[src/rtl/mcore_pkg.sv]
package mcore_pkg;

  localparam logic [6:0] OPC_OPIMM = 7'b0010011;
  localparam logic [6:0] OPC_OP    = 7'b0110011;
  localparam logic [6:0] OPC_JAL   = 7'b1101111;
  localparam logic [6:0] OPC_JALR  = 7'b1100111;
  localparam logic [31:0] HALT_WORD = 32'hC0001073;

  typedef enum logic [2:0] {
    ALU_ADD, ALU_SUB, ALU_MUL, ALU_SLL, ALU_SRL
  } alu_op_e;

  typedef struct packed {
    logic    rf_we;
    logic    src_imm;
    logic    jal;
    logic    jalr;
    logic    halt;
    alu_op_e alu_op;
  } ctl_t;

  function automatic logic [31:0] enc_i(logic [11:0] imm, logic [4:0] rs1,
                                        logic [2:0] f3, logic [4:0] rd, logic [6:0] op);
    return {imm, rs1, f3, rd, op};
  endfunction

  function automatic logic [31:0] enc_r(logic [6:0] f7, logic [4:0] rs2, logic [4:0] rs1,
                                        logic [2:0] f3, logic [4:0] rd);
    return {f7, rs2, rs1, f3, rd, OPC_OP};
  endfunction

  function automatic logic [31:0] enc_j(logic [20:0] off, logic [4:0] rd);
    return {off[20], off[10:1], off[11], off[19:12], rd, OPC_JAL};
  endfunction

endpackage

[src/rtl/mcore_rom.sv]
module mcore_rom
  import mcore_pkg::*;
#(
  parameter int PROG_W = 2,
  parameter int AW     = 4
) (
  input  logic [PROG_W-1:0] prog_i,
  input  logic [AW-1:0]     addr_i,
  output logic [31:0]       instr_o
);
  localparam logic [4:0] X0 = 5'd0, RA = 5'd1, T1 = 5'd6;
  localparam logic [4:0] A0 = 5'd10, A1 = 5'd11, A2 = 5'd12;
  localparam logic [6:0] F7_BASE = 7'b0000000, F7_SUB = 7'b0100000, F7_MUL = 7'b0000001;

  always_comb begin
    instr_o = HALT_WORD;
    case (int'(prog_i))
      0: case (int'(addr_i))
        0: instr_o = enc_i(12'd1, X0, 3'b000, A0, OPC_OPIMM);
        1: instr_o = enc_i(12'd2, X0, 3'b000, A1, OPC_OPIMM);
        2: instr_o = enc_r(F7_BASE, A1, A0, 3'b000, A2);
        default: instr_o = HALT_WORD;
      endcase
      1: case (int'(addr_i))
        0: instr_o = enc_i(12'd1, X0, 3'b000, A0, OPC_OPIMM);
        1: instr_o = enc_i(12'd2, X0, 3'b000, A1, OPC_OPIMM);
        2: instr_o = enc_j(21'd8, RA);
        4: instr_o = enc_r(F7_BASE, A1, A0, 3'b000, A0);
        5: instr_o = enc_i(12'd0, RA, 3'b000, X0, OPC_JALR);
        default: instr_o = HALT_WORD;
      endcase
      2: case (int'(addr_i))
        0: instr_o = enc_i(12'hFFF, X0, 3'b000, A0, OPC_OPIMM);
        1: instr_o = enc_i(12'd3, X0, 3'b000, A1, OPC_OPIMM);
        2: instr_o = enc_r(F7_MUL, A1, A1, 3'b000, A2);
        3: instr_o = enc_r(F7_BASE, A1, A2, 3'b001, A2);
        4: instr_o = enc_r(F7_BASE, A1, A0, 3'b101, A0);
        5: instr_o = enc_r(F7_SUB, A2, A1, 3'b000, A1);
        6: instr_o = enc_i(12'd5, X0, 3'b000, X0, OPC_OPIMM);
        7: instr_o = enc_r(F7_BASE, X0, A2, 3'b000, A2);
        default: instr_o = HALT_WORD;
      endcase
      3: case (int'(addr_i))
        0: instr_o = enc_i(12'd1, X0, 3'b000, A0, OPC_OPIMM);
        1: instr_o = enc_i(12'd1, X0, 3'b000, A1, OPC_OPIMM);
        2: instr_o = enc_i(12'd21, X0, 3'b000, T1, OPC_OPIMM);
        3: instr_o = enc_i(12'd0, T1, 3'b000, A2, OPC_JALR);
        4: instr_o = enc_i(12'd9, X0, 3'b000, A1, OPC_OPIMM);
        5: instr_o = enc_r(F7_SUB, A1, A0, 3'b000, A0);
        default: instr_o = HALT_WORD;
      endcase
      default: instr_o = HALT_WORD;
    endcase
  end
endmodule

[src/rtl/mcore_decode.sv]
module mcore_decode
  import mcore_pkg::*;
#(
  parameter int XLEN = 32
) (
  input  logic [31:0]     instr_i,
  output ctl_t            ctl_o,
  output logic [XLEN-1:0] imm_o,
  output logic [4:0]      rs1_o,
  output logic [4:0]      rs2_o,
  output logic [4:0]      rd_o
);
  logic [6:0] opc, f7;
  logic [2:0] f3;
  logic [11:0] imm_i;
  logic [20:0] imm_j;

  assign opc   = instr_i[6:0];
  assign f3    = instr_i[14:12];
  assign f7    = instr_i[31:25];
  assign rd_o  = instr_i[11:7];
  assign rs1_o = instr_i[19:15];
  assign rs2_o = instr_i[24:20];
  assign imm_i = instr_i[31:20];
  assign imm_j = {instr_i[31], instr_i[19:12], instr_i[20], instr_i[30:21], 1'b0};

  always_comb begin
    imm_o = (opc == OPC_JAL) ? XLEN'($signed(imm_j)) : XLEN'($signed(imm_i));
  end

  always_comb begin
    ctl_o = '0;
    ctl_o.alu_op = ALU_ADD;
    if (instr_i == HALT_WORD) begin
      ctl_o.halt = 1'b1;
    end else begin
      case (opc)
        OPC_OPIMM: if (f3 == 3'b000) begin
          ctl_o.rf_we   = 1'b1;
          ctl_o.src_imm = 1'b1;
        end
        OPC_OP: begin
          ctl_o.rf_we = 1'b1;
          case ({f7, f3})
            {7'b0000000, 3'b000}: ctl_o.alu_op = ALU_ADD;
            {7'b0100000, 3'b000}: ctl_o.alu_op = ALU_SUB;
            {7'b0000001, 3'b000}: ctl_o.alu_op = ALU_MUL;
            {7'b0000000, 3'b001}: ctl_o.alu_op = ALU_SLL;
            {7'b0000000, 3'b101}: ctl_o.alu_op = ALU_SRL;
            default:              ctl_o.rf_we  = 1'b0;
          endcase
        end
        OPC_JAL: begin
          ctl_o.rf_we = 1'b1;
          ctl_o.jal   = 1'b1;
        end
        OPC_JALR: if (f3 == 3'b000) begin
          ctl_o.rf_we   = 1'b1;
          ctl_o.jalr    = 1'b1;
          ctl_o.src_imm = 1'b1;
        end
        default: ;
      endcase
    end
  end
endmodule

[src/rtl/mcore_alu.sv]
module mcore_alu
  import mcore_pkg::*;
#(
  parameter int XLEN = 32
) (
  input  alu_op_e         op_i,
  input  logic [XLEN-1:0] a_i,
  input  logic [XLEN-1:0] b_i,
  output logic [XLEN-1:0] y_o
);
  localparam int SHW = $clog2(XLEN);
  logic [SHW-1:0] sh;
  assign sh = b_i[SHW-1:0];

  always_comb begin
    case (op_i)
      ALU_SUB: y_o = a_i - b_i;
      ALU_MUL: y_o = a_i * b_i;
      ALU_SLL: y_o = a_i << sh;
      ALU_SRL: y_o = a_i >> sh;
      default: y_o = a_i + b_i;
    endcase
  end
endmodule

[src/rtl/mcore_regfile.sv]
module mcore_regfile #(
  parameter int XLEN     = 32,
  parameter int NREG     = 32,
  parameter int NTAP     = 3,
  parameter int TAP_BASE = 10
) (
  input  logic                      clk_i,
  input  logic                      rst_ni,
  input  logic [$clog2(NREG)-1:0]   ra1_i,
  input  logic [$clog2(NREG)-1:0]   ra2_i,
  output logic [XLEN-1:0]           rd1_o,
  output logic [XLEN-1:0]           rd2_o,
  input  logic                      we_i,
  input  logic [$clog2(NREG)-1:0]   wa_i,
  input  logic [XLEN-1:0]           wd_i,
  output logic [NTAP-1:0][XLEN-1:0] tap_o
);
  logic [XLEN-1:0] mem_q [NREG];

  always_ff @(posedge clk_i or negedge rst_ni) begin
    if (!rst_ni) begin
      for (int i = 0; i < NREG; i++) mem_q[i] <= '0;
    end else if (we_i && wa_i != '0) begin
      mem_q[wa_i] <= wd_i;
    end
  end

  assign rd1_o = (ra1_i == '0) ? '0 : mem_q[ra1_i];
  assign rd2_o = (ra2_i == '0) ? '0 : mem_q[ra2_i];

  for (genvar g = 0; g < NTAP; g++) begin : g_tap
    assign tap_o[g] = mem_q[TAP_BASE + g];
  end
endmodule

[src/rtl/mcore_top.sv]
module mcore_top
  import mcore_pkg::*;
#(
  parameter int XLEN    = 32,
  parameter int PC_W    = 64,
  parameter int PROG_W  = 2,
  parameter int ROM_AW  = 4
) (
  input  logic              clk_i,
  input  logic              rst_ni,
  input  logic              en_i,
  input  logic              clr_i,
  input  logic [PROG_W-1:0] prog_i,
  output logic [XLEN-1:0]   a0_o,
  output logic [XLEN-1:0]   a1_o,
  output logic [XLEN-1:0]   a2_o,
  output logic              done_o
);
  localparam int NREG = 32;
  localparam int RAW  = $clog2(NREG);

  logic [PC_W-1:0] pc_q, pc_nxt, pc_plus4, imm_pc, jalr_tgt;
  logic [31:0] rom_word, instr;
  logic        fetch_ok, step, rf_we;
  ctl_t        ctl;
  logic [XLEN-1:0] imm, rs1_v, rs2_v, alu_b, alu_y, wd;
  logic [4:0]  rs1, rs2, rd;
  logic [2:0][XLEN-1:0] taps;

  mcore_rom #(.PROG_W(PROG_W), .AW(ROM_AW)) u_rom (
    .prog_i(prog_i), .addr_i(pc_q[ROM_AW+1:2]), .instr_o(rom_word)
  );

  // outside the ROM window or misaligned: treat as halt
  assign fetch_ok = ((pc_q >> (ROM_AW + 2)) == '0) && (pc_q[1:0] == 2'b00);
  assign instr    = fetch_ok ? rom_word : HALT_WORD;

  mcore_decode #(.XLEN(XLEN)) u_dec (
    .instr_i(instr), .ctl_o(ctl), .imm_o(imm),
    .rs1_o(rs1), .rs2_o(rs2), .rd_o(rd)
  );

  mcore_regfile #(.XLEN(XLEN), .NREG(NREG), .NTAP(3), .TAP_BASE(10)) u_rf (
    .clk_i(clk_i), .rst_ni(rst_ni),
    .ra1_i(RAW'(rs1)), .ra2_i(RAW'(rs2)), .rd1_o(rs1_v), .rd2_o(rs2_v),
    .we_i(rf_we), .wa_i(RAW'(rd)), .wd_i(wd), .tap_o(taps)
  );

  assign alu_b = ctl.src_imm ? imm : rs2_v;

  mcore_alu #(.XLEN(XLEN)) u_alu (
    .op_i(ctl.alu_op), .a_i(rs1_v), .b_i(alu_b), .y_o(alu_y)
  );

  assign step     = en_i & ~clr_i & ~ctl.halt;
  assign rf_we    = step & ctl.rf_we;
  assign pc_plus4 = pc_q + PC_W'(4);
  assign imm_pc   = PC_W'($signed(imm));
  assign jalr_tgt = PC_W'(alu_y) & ~PC_W'(1);
  assign wd       = (ctl.jal | ctl.jalr) ? XLEN'(pc_plus4) : alu_y;

  always_comb begin
    if (ctl.jal)       pc_nxt = pc_q + imm_pc;
    else if (ctl.jalr) pc_nxt = jalr_tgt;
    else               pc_nxt = pc_plus4;
  end

  always_ff @(posedge clk_i or negedge rst_ni) begin
    if (!rst_ni)     pc_q <= '0;
    else if (clr_i)  pc_q <= '0;
    else if (step)   pc_q <= pc_nxt;
  end

  assign a0_o   = taps[0];
  assign a1_o   = taps[1];
  assign a2_o   = taps[2];
  assign done_o = ctl.halt;
endmodule

[config.mk]
export PLATFORM = sky130hd
export DESIGN_NAME = mcore_top
export DESIGN_NICKNAME = d
export VERILOG_FILES = /design/src/rtl/mcore_pkg.sv /design/src/rtl/mcore_rom.sv /design/src/rtl/mcore_decode.sv /design/src/rtl/mcore_alu.sv /design/src/rtl/mcore_regfile.sv /design/src/rtl/mcore_top.sv
export SDC_FILE = /design/constraint.sdc
export NUM_CORES = 2
export LEC_CHECK = 0
export ABC_AREA = 1
export BUFFER_PORTS_ARGS = -buffer_cell sky130_fd_sc_hd__clkbuf_2
export CAP_MARGIN = 20
export CORE_UTILIZATION = 45
export DETAILED_ROUTE_END_ITERATION = 7
export PLACE_DENSITY = 0.7
export SETUP_SLACK_MARGIN = 0.1
export SYNTH_ARGS = -nofsm -noshare
export SYNTH_HDL_FRONTEND = slang
export SYNTH_SLANG_ARGS = --single-unit
[constraint.sdc]
create_clock -name clk_i -period 29.8 [get_ports clk_i]
set_input_delay 0 -clock clk_i [delete_from_list [all_inputs] [get_ports clk_i]]
set_output_delay 0 -clock clk_i [all_outputs]
set_load 0.03 [all_outputs]
==> flow_summary.yaml <==
detailed_routing:
  wl_per_cell_microns: 26.0
  wl_microns: 296000
  viasPerCell: 6.21
  first_pass_iters: 8
  detailroute.via_count: 70638
  antenna_violating_nets_post_route: 0
  drc: 5
  drt_iter0_drc: 10823
sta:
  fin_crit_ns: 13.99
  final_slew_viol_count: 0
  slew_headroom: 0.208
  tightest_slew_ns: 1.19
  unrepaired_setup_endpoints_after_global_routing: "false"
  setup_total_negative_slack_ns: 0
  fin_skew_ns: 0.0480
  final-setup-viol-count: 0
  period_share: 0.470
  fmaxAchievable_mhz: 71.5
  final_hold_viol_count: 0
yosys:
  post_synth_and_or_nand_nor_area_fraction: 0.310
  share_of_synthesized_flip_flops_with_an_asynchronous_set_or_reset: 1.00
  synth.mux.area_fraction: 0.00215
  synth.top_cell.area_share: 0.221
  yosys_most_used_dff: "dfrtp_1"
  synthesis.yosys.warnings: 0
  synth_fp_nets: 10423
  synth_xor_area_frac: 0.0149
  syn_area_sq_mm: 0.0653
  synth_cell_type_count: 77
  post_synth_inst_count: 9782
  synth_seq_area_share: 0.221
  synth-edff-count: 0
  synthTopCellsByCount: "nand2_1, inv_1, nand3_1, nor2_1, o21ai_0"
  synth_top_cells_by_area: "dfrtp_1, nand2_1, fa_1"
  synth.largest_area_cell: "dfrtp_1"
  ys_ff_latch: 576
  dominant_combinational_cell_family_by_area_after_synthesis: "simple AND/OR/NAND/NOR gates"
  synth.avg_cell_area_sq_um: 6.67
  synth_compound_gate_area_share: 0.161
  post-synth-top-count-cell: "nand2_1"
  yosys.area_share.adder: 0.169
setup_path:
  critical-path-slowest-cell: "buf_4"
  worst-path-buf-inv: 12
  cp-start-kind: "register"
  timing.critical_path.depth: 55
  critical_path_peak_fanout: 87
  worst_reg_to_reg_setup_slack_ns: 15.81
  timing.critical_path.required_ns: 30.35
  critical_path.endpoint: "u_rf.mem_q[893]$_DFFE_PN0P_"
  max_stage_delay_ns: 0.64
  cpMostUsedCell: "nand2_1"
  criticalPathCategory: "register to register"
  timing.critical_path.to_type: "register"
  critPathArrivalTime_ns: 14.54
  timing.reg2reg.worst_path_depth: 55
  worstReg2RegStart: "pc_q[3]$_DFFE_PN0P_"
  critical_path.reg2reg.endpoint: "u_rf.mem_q[893]$_DFFE_PN0P_"
  worst_setup_path_startpoint: "pc_q[3]$_DFFE_PN0P_"
  cpLargestDelayFamily: "adder cells"
clock_tree:
  clock_transition_time_at_the_flip_flop_clock_pins_of_the_worst_setup_and_hold_paths_ns: 0.07
  cts.path.max_buffers: 3
  cts.htree.levels: 3
  cts_tree: "done"
  cts_made_buffers: 67
  cts.sink_count: 576
  clock_tree.root_cell: "clkbuf_16"
  clkLatencyLatePin_ns: 0.67
cells_and_area:
  design_area_sq_mm: 0.0684
  layout-area-overhead-vs-synth_pct: 4.82
  final_nets: 10060
  drive_above_1_share: 0.0734
global_routing:
  grt_start_max_net_pins: 155
  globalRouteTotalUtil: 0.395
  grt_pass1_vias: 66310
  grt_antenna_before_repair: 11
  grt.overflow.total: 0
  grt_pass1_wl_microns: 434000
die:
  row_count: 139
  chipHeight_microns: 383
  floorplan.die.width_microns: 383
  initial_utilization: 0.454
  design.die.area_sq_mm: 0.147
  ios: 103
  standard_cell_core_area_sq_mm: 0.144
outcome:
  outcome: "finished with violations"
  violations_in_the_final_reports: "DRC"
placement:
  gp_congestion: 1.05
  numPortBuffers: 102
  hpwl_microns: 211000
  placedInstanceArea_sq_mm: 0.0658
hold_path:
  timing.hold.worst.class: "input port to register"
job:
  timing.max_cap.violations: 0
[logic make-up (layout without fill, tap and decap cells)]
logic type      Yosys count  count (layout)
other cells               0               6
buf+inv                1853            1538
flops                   576             576
fa+ha+maj               635             635
compound gates         1823            1823
xor+xnor                111             111
simple gates           4770            4770
mux                      14              14
[tightest hold or removal path, delay by kind of cell]
family          cells  cell delay [ns]
simple gates        1             0.13
compound gates      1             0.16
buf+inv             2             0.47
[state kept, by name, indices dropped and copies added (netlist names)]
signal	flops
pc_q	64
u_rf.mem_q	416
u_rf.tap_o	96
[metrics by stage]
step / util / worst slack (ns) / hold slack (ns) / std cells
final: 0.476 / 15.81 / 0.173 / 11376
after floorplan: - / 19.90 / -0.296 / 9782
after global placement: 0.457 / 16.57 / 0.0727 / 11243
after global routing: 0.476 / 15.13 / 0.147 / 11370
after detailed placement: 0.458 / 16.38 / 0.0775 / 11245
after CTS: 0.475 / 16.28 / 0.103 / 11367
[cell type report]
cell class	instances	area, sq um
inverter	1169	4390
fill	14645	75400
antenna	6	15.0
tap	1903	2380
timing repair buffer	252	1800
clock inverter	26	489
sequential	576	14400
clock buffer	91	1940
multi-input combinational	7353	43000
[placed cells by master (no fill, tap or decap), drive strengths merged, types with 11 or more instances in the layout]
cell type,instances
a211oi,19
a21boi,16
a21o,12
a21oi,441
a221oi,14
a31oi,75
buf,146
bufinv,11
clkbuf,193
clkinv,29
dfrtp,576
fa,410
ha,225
inv,1154
mux2i,14
nand2,2891
nand3,836
nand3b,22
nand4,74
nor2,763
nor3,69
nor4,32
o2111ai,22
o211ai,182
o21a,18
o21ai,897
o221ai,25
o22ai,35
o31ai,30
or2,75
xnor2,34
xor2,77
[worst min-delay path by stage]
stage,start,endpoint,cells after the start
after CTS,en_i,pc_q[33]$_DFFE_PN0P_,4
final,en_i,pc_q[33]$_DFFE_PN0P_,4
after global routing,en_i,pc_q[34]$_DFFE_PN0P_,4
after global placement,rst_ni,u_rf.mem_q[875]$_DFFE_PN0P_,1
after floorplan,rst_ni,pc_q[0]$_DFFE_PN0P_,0
after detailed placement,rst_ni,u_rf.mem_q[875]$_DFFE_PN0P_,1
[metal layers]
layer	global-route usage	share of wire	vias to the layer above
li1	-	-	30785
met4	0.258	0.080	16
met3	0.123	0.13	1214
met2	0.586	0.42	5029
met5	0	0.00036	-
met1	0.495	0.37	33594
[timing repair]
action	4_1_cts	5_1_grt
resized for setup	0	0
setup buffers	0	0
hold buffers	5	0
hold endpoints to repair	87	0
Power is not shown: default switching activity piles up to over one toggle a cycle in this logic, so the estimate is an artifact.
